`src/rtl/burst_seq_pkg.sv`:
```
package burst_seq_pkg;
  // Strobes from the control to the datapath
  typedef struct packed {
    logic load;  // capture a new start address, beat returns to 0
    logic step;  // move one beat forward
  } seqCtl_t;
endpackage

```
`src/rtl/burst_seq_ctrl.sv`:
```
module burst_seq_ctrl
  import burst_seq_pkg::*;
(
  input  logic    clk,
  input  logic    rstN,
  input  logic    procStrobeN,
  input  logic    ctrlStrobeN,
  input  logic    advanceN,
  input  logic    ce1N,
  input  logic    ce2,
  input  logic    ce3N,
  output seqCtl_t ctl,
  output logic    chipSel
);
  logic procHit;
  logic ctrlHit;
  logic selNow;

  always_comb begin
    procHit  = !procStrobeN && !ce1N;
    ctrlHit  = !ctrlStrobeN;
    ctl.load = procHit || ctrlHit;
    ctl.step = !ctl.load && !advanceN;
    selNow   = !ce1N && ce2 && !ce3N;
  end

  always_ff @(posedge clk) begin
    if (!rstN)         chipSel <= 1'b0;
    else if (ctl.load) chipSel <= selNow;
  end


  sel_capture_chk: assert property (@(posedge clk) disable iff (!rstN)
    ctl.load |=> (chipSel == $past(!ce1N && ce2 && !ce3N)));


  proc_gate_chk: assert property (@(posedge clk) disable iff (!rstN)
    (ctrlStrobeN && ce1N) |=> $stable(chipSel));
endmodule

```
`src/rtl/burst_seq_datapath.sv`:
```
module burst_seq_datapath
  import burst_seq_pkg::*;
#(
  parameter int ADDR_W = 16,
  parameter int CNT_W  = 2
) (
  input  logic              clk,
  input  logic              rstN,
  input  seqCtl_t           ctl,
  input  logic [ADDR_W-1:0] wordAddr,
  input  logic              interleave,
  output logic [ADDR_W-1:0] arrayAddr
);
  localparam int UPPER_W = ADDR_W - CNT_W;

  logic [UPPER_W-1:0] upperQ;
  logic [CNT_W-1:0]   startQ;
  logic [CNT_W-1:0]   beatQ;
  logic               modeQ;
  logic [CNT_W-1:0]   lowXor;
  logic [CNT_W-1:0]   lowAdd;
  logic [CNT_W-1:0]   lowSel;

  always_ff @(posedge clk) begin
    if (!rstN) begin
      upperQ <= '0;
      startQ <= '0;
      beatQ  <= '0;
      modeQ  <= 1'b0;
    end else if (ctl.load) begin
      upperQ <= wordAddr[ADDR_W-1:CNT_W];
      startQ <= wordAddr[CNT_W-1:0];
      beatQ  <= '0;
      modeQ  <= interleave;
    end else if (ctl.step) begin
      beatQ  <= beatQ + 1'b1;
    end
  end

  // Interleaved order: one XOR per low address bit
  for (genvar b = 0; b < CNT_W; b++) begin : g_xorBit
    assign lowXor[b] = startQ[b] ^ beatQ[b];
  end

  assign lowAdd    = startQ + beatQ;
  assign lowSel    = modeQ ? lowXor : lowAdd;
  assign arrayAddr = {upperQ, lowSel};


  load_addr_chk: assert property (@(posedge clk) disable iff (!rstN)
    ctl.load |=> (arrayAddr == $past(wordAddr)));


  hold_chk: assert property (@(posedge clk) disable iff (!rstN)
    (!ctl.load && !ctl.step) |=> $stable(arrayAddr));


  upper_fixed_chk: assert property (@(posedge clk) disable iff (!rstN)
    !ctl.load |=> (arrayAddr[ADDR_W-1:CNT_W] == $past(arrayAddr[ADDR_W-1:CNT_W])));


  linear_step_chk: assert property (@(posedge clk) disable iff (!rstN)
    (ctl.step && !modeQ) |=>
      (arrayAddr[CNT_W-1:0] == CNT_W'($past(arrayAddr[CNT_W-1:0]) + 1'b1)));
endmodule

```
`src/rtl/burst_addr_seq.sv`:
```
module burst_addr_seq
  import burst_seq_pkg::*;
(
  input  logic        clk,
  input  logic        rstN,
  input  logic [15:0] wordAddr,
  input  logic        procStrobeN,
  input  logic        ctrlStrobeN,
  input  logic        advanceN,
  input  logic        ce1N,
  input  logic        ce2,
  input  logic        ce3N,
  input  logic        interleave,
  output logic [15:0] arrayAddr,
  output logic        chipSel
);
  seqCtl_t ctl;

  burst_seq_ctrl u_ctrl (
    .clk         (clk),
    .rstN        (rstN),
    .procStrobeN (procStrobeN),
    .ctrlStrobeN (ctrlStrobeN),
    .advanceN    (advanceN),
    .ce1N        (ce1N),
    .ce2         (ce2),
    .ce3N        (ce3N),
    .ctl         (ctl),
    .chipSel     (chipSel)
  );

  burst_seq_datapath #(.ADDR_W(16), .CNT_W(2)) u_dp (
    .clk        (clk),
    .rstN       (rstN),
    .ctl        (ctl),
    .wordAddr   (wordAddr),
    .interleave (interleave),
    .arrayAddr  (arrayAddr)
  );


  reset_state_chk: assert property (@(posedge clk)
    !rstN |=> (arrayAddr == 16'h0000 && chipSel == 1'b0));
endmodule

```
`config.mk`:
```
export PLATFORM = sky130hd
export DESIGN_NAME = burst_addr_seq
export DESIGN_NICKNAME = d
export VERILOG_FILES = /design/src/rtl/burst_seq_pkg.sv /design/src/rtl/burst_seq_ctrl.sv /design/src/rtl/burst_seq_datapath.sv /design/src/rtl/burst_addr_seq.sv
export SDC_FILE = /design/constraint.sdc
export NUM_CORES = 1
export LEC_CHECK = 0
export ABC_AREA = 1
export BUFFER_PORTS_ARGS = -buffer_cell sky130_fd_sc_hd__buf_2
export CAP_MARGIN = 40
export CORE_ASPECT_RATIO = 1.4
export CORE_MARGIN = 4
export CORE_UTILIZATION = 40
export CTS_CLUSTER_SIZE = 24
export DETAILED_ROUTE_END_ITERATION = 7
export PLACE_DENSITY_LB_ADDON = 0.12
export SLEW_MARGIN = 20
export SYNTH_ARGS = -nofsm -noshare
export SYNTH_HDL_FRONTEND = slang
export SYNTH_HIERARCHICAL = 1
export SYNTH_SLANG_ARGS = --single-unit
```
`constraint.sdc`:
```
create_clock -name clk -period 1.84 [get_ports clk]
set_clock_uncertainty 0.1 [all_clocks]
set_input_delay 0.368 -clock clk [delete_from_list [all_inputs] [get_ports clk]]
set_output_delay 0.368 -clock clk [all_outputs]
set_load 0.005 [all_outputs]
```
# After elaboration in Yosys (flattened, before gate mapping)
# Cells that the tools add are included.
# W data, S select, Z words.
# word_totals
output_inout_bits,17
elab_cells,23
ff_bits,20
# op_classes
add_sub_neg,2
n_reduce_logical,12
bitwise,3
mux,1
# ops
operator,n
$logic_not A1 Y1,6
$logic_and A1 B1 Y1,4
$add A2 B1 Y2 const B,1
$add A2 B2 Y2,1
$mux W2,1
$reduce_or A2 Y1,1
$xor A1 B1 Y1,2
$logic_or A1 B1 Y1,1
$not A1 Y1,1

# Logic depth before layout (Yosys ltp)
# depth
depth_word,5
ltp_mapped,6
depth_no_buf,6

# Cells and area by module
# Netlist, hierarchy kept.
# modules_own_cells
mod,instances,cells_per_inst,area_each_um2
burst_seq_datapath,1,96,719.4
burst_seq_ctrl,1,9,55.1

# Worst setup path after synthesis
# Ideal clock, no wire load.
# synth_timing
path_type,in2reg
start,in ce1N
end,reg u_dp.startQ[0]
stages,5
t_required_ns,1.624
arrival_time_ns,1.047
n_path_buf,1
path_slack_ns,0.577
cell_sequence,o21ai_2 > inv_2 > buf_6 > nor2_1 > nor2_1
# synth_between
elab_chain_len,3
# synth_lines
item,line_no,text
from (decl),burst_addr_seq.sv:10,"input logic ce1N,"
$logic_not A1 Y1,burst_seq_ctrl.sv:20,procHit = !procStrobeN && !ce1N;
$logic_and A1 B1 Y1,burst_seq_ctrl.sv:20,
$logic_or A1 B1 Y1,burst_seq_ctrl.sv:22,ctl.load = procHit || ctrlHit;
to (signal assigned),burst_seq_datapath.sv:32,startQ <= wordAddr[CNT_W-1:0];
to (decl),burst_seq_datapath.sv:17,logic [CNT_W-1:0] startQ;
# No other way between the ends.
# A chain may end at the register's enable or synchronous reset.

# Worst setup path in the final report
# layout_timing
start,reg u_dp.beatQ[0]
end,out arrayAddr[1]
# layout_between
elab_chain_len,2
# layout_lines
item,line_no,text
from (decl),burst_seq_datapath.sv:18,logic [CNT_W-1:0] beatQ;
from (signal assigned),burst_seq_datapath.sv:36,beatQ <= beatQ + 1'b1;
$add A2 B2 Y2,burst_seq_datapath.sv:45,assign lowAdd = startQ + beatQ;
$mux W2,burst_seq_datapath.sv:46,assign lowSel = modeQ ? lowXor : lowAdd;
to (decl),burst_addr_seq.sv:14,"output logic [15:0] arrayAddr,"
# No other way between the ends.

==> reports/qor.txt <==
Register area = 400 um^2
Setup Viol. Count Final = 0
Initial core utilization = 43.0%
WS Path Type = register to output pin
Crit. End Element = output pin
Cell row count = 18
Cell Area, Synth = 774 um^2
DRC errors left = 0
Cts hold-fix bufs = 0
Commonest non-fill, non-tap cells in the layout = 41 x buf_2, 39 x nor2_1, 20 x dfxtp_1
Routed vias = 774
Post-Route WL = 1720 um
Tmin final = 1.69 ns
Final setup TNS = 0 ns
CTS tree = done
Synth warn = 6
Diodes inserted = 0
Initial antenna violation count = 0
I/O pin cnt = 42
DRT antenna net count = 0
Filler cell count = 187
Worst-Skew Late Latency = 0.29 ns
IO Port Bufs = 41
Commonest non-fill, non-tap cell in the layout = buf_2
DRT Pass-1 Iters = 4
Synth-to-layout area growth = 32.3%
CTS H-tree depth = 1
Total GRT Usage = 13.6%
Mapped Nets = 131
Clock sinks = 20
CP max FO = 3
Synthesized area per cell = 7.38 um^2
Status = finished, final reports clean
GPL Wtd Cong = 0.743
CTS buffer count = 3
Iteration-0 DRC Markers = 13
Pin count of the biggest net entering global routing = 20
Per-cell routed wire length = 10.3 um
Post-synthesis cell count = 105
Finished Core Util = 56.9%
Fraction of layout cells with a size suffix above 1 = 32.4%
Cts repair resizes = 0
Clock transition at the registers of the reported paths = 0.11 ns
Worst EP arrival = 1.22 ns
Vias in the first global route = 673
Fin. Hold Viols = 0
Area of the multi-input gates = 320 um^2
Die area = 2710 um^2
#FFs+latches synth = 20
Distinct cell type count after synthesis = 14
Clk root buf = clkbuf_4
Overflow after GRT = 0
Fmax = 593 MHz
Final HPWL DP = 1340 um
Hold Path Class = input port to register
First-pass GRT wire length = 2780 um
Die width = 45.2 um
Sequential element share of the synthesized area = 51.7%
DIE HEIGHT = 60.1 um
Final #Nets = 175
Max capacitance violation total = 0
Clk buf depth = 2
Worst Setup Start Kind = register
Leakage power = 0.545 nW
Required @ worst endpoint = 1.37 ns
Vias per inst = 4.61
Slew margin rel. = 76.8%
Period utilization = 91.7%
Core ar. = 1800 um^2
Unrepaired setup endpoints after global routing = no
Max rail drop VDD = 0.000546 V
Final Max Tran Viols = 0
PwrDens = 830 nW/um^2
Worst Tran Pin Value = 0.348 ns
Post-CTS setup buffer count = 0
==> sequential cells by signal, summed over array words and instances, names as in the netlist <==
name / count
u_ctrl/chipSel: 1
u_dp/beatQ: 2
u_dp/upperQ: 14
u_dp/modeQ: 1
u_dp/startQ: 2
==> metrics by stage <==
| stage | instances | area [um^2] | hold WS, ns | power, mW | worst slack, ns |
|---|---|---|---|---|---|
| 2_1_floorplan | 105 | 774 | 0.348 | 0.551 | 0.577 |
| 3_3_place_gp | 164 | 988 | 0.365 | 0.612 | 0.360 |
| 3_5_place_dp | 164 | 988 | 0.373 | 0.616 | 0.296 |
| 4_1_cts | 168 | 1020 | 0.179 | 0.864 | 0.133 |
| 5_1_grt | 168 | 1020 | 0.176 | 0.902 | 0.00214 |
| 6_report | 168 | 1020 | 0.186 | 0.851 | 0.152 |
==> area by class of cell <==
class,instances,share of cell area (%)
multi-input cells,74,31.3
inverters,8,2.93
flip-flops and latches,20,39.1
well taps,20,2.44
repair buffers,42,20.8
clock buffers,4,3.54
==> worst paths after layout <==
check / from / endpoint / slack [ns] / depth (start not counted)
worst min register to register: u_ctrl/chipSel / u_ctrl/chipSel / 0.39 / 2
worst max-delay path: u_dp/beatQ[0] / arrayAddr[1] / 0.15 / 7
worst min-delay path: wordAddr[5] / u_dp/upperQ[3] / 0.19 / 3
worst max register to register: u_dp/beatQ[1] / u_dp/beatQ[1] / 0.97 / 3
==> worst max-delay path, stage by stage (launching register included) <==
cell and delay (ns):
dfxtp_1 0.36, ha_1 0.18, inv_1 0.04, nor2_1 0.07, nand3_1 0.08, nand2_1 0.06
inv_1 0.03, buf_2 0.11
==> cell families (layout without fill, tap and decap cells) <==
| kind of cell | after synthesis | after routing | share of synthesized area [%] |
|---|---|---|---|
| and+or+nand+nor | 51 | 51 | 25.0 |
| AOI/OAI and AO/OA | 22 | 22 | 14.7 |
| DFF | 20 | 20 | 51.7 |
| buffers and inverters | 11 | 54 | 6.95 |
| adders and majority gates | 1 | 1 | 1.62 |
==> power by group <==
group	switching (mW)	internal, mW
Clock	0.127	0.120
Combinational	0.0649	0.0604
Sequential	0.0142	0.464
Total	0.206	0.645
==> cell usage after synthesis <==
| master | count | share of area [%] |
|---|---|---|
| buf_6 | 1 | 1.5 |
| buf_4 | 1 | 0.97 |
| o21ai_0 | 17 | 11 |
| o21ai_1 | 2 | 1.3 |
| nand2_1 | 10 | 4.8 |
| dfxtp_1 | 20 | 52 |
| o21ai_2 | 1 | 1.1 |
| nor2_1 | 39 | 19 |
| inv_2 | 1 | 0.48 |
| nand3_1 | 2 | 1.3 |
| a21oi_1 | 2 | 1.3 |
| buf_2 | 1 | 0.65 |
| inv_1 | 7 | 3.4 |
| ha_1 | 1 | 1.6 |
==> layer usage <==
| layer | part of all wire (%) | GRT usage (%) |
|---|---|---|
| met2 | 44 | 20.4 |
| met5 | 0 | 0 |
| met1 | 46 | 18.1 |
| met4 | 0.75 | 5.02 |
| met3 | 9.5 | 3.92 |
Note: power is estimated with default switching activity, not from simulation.
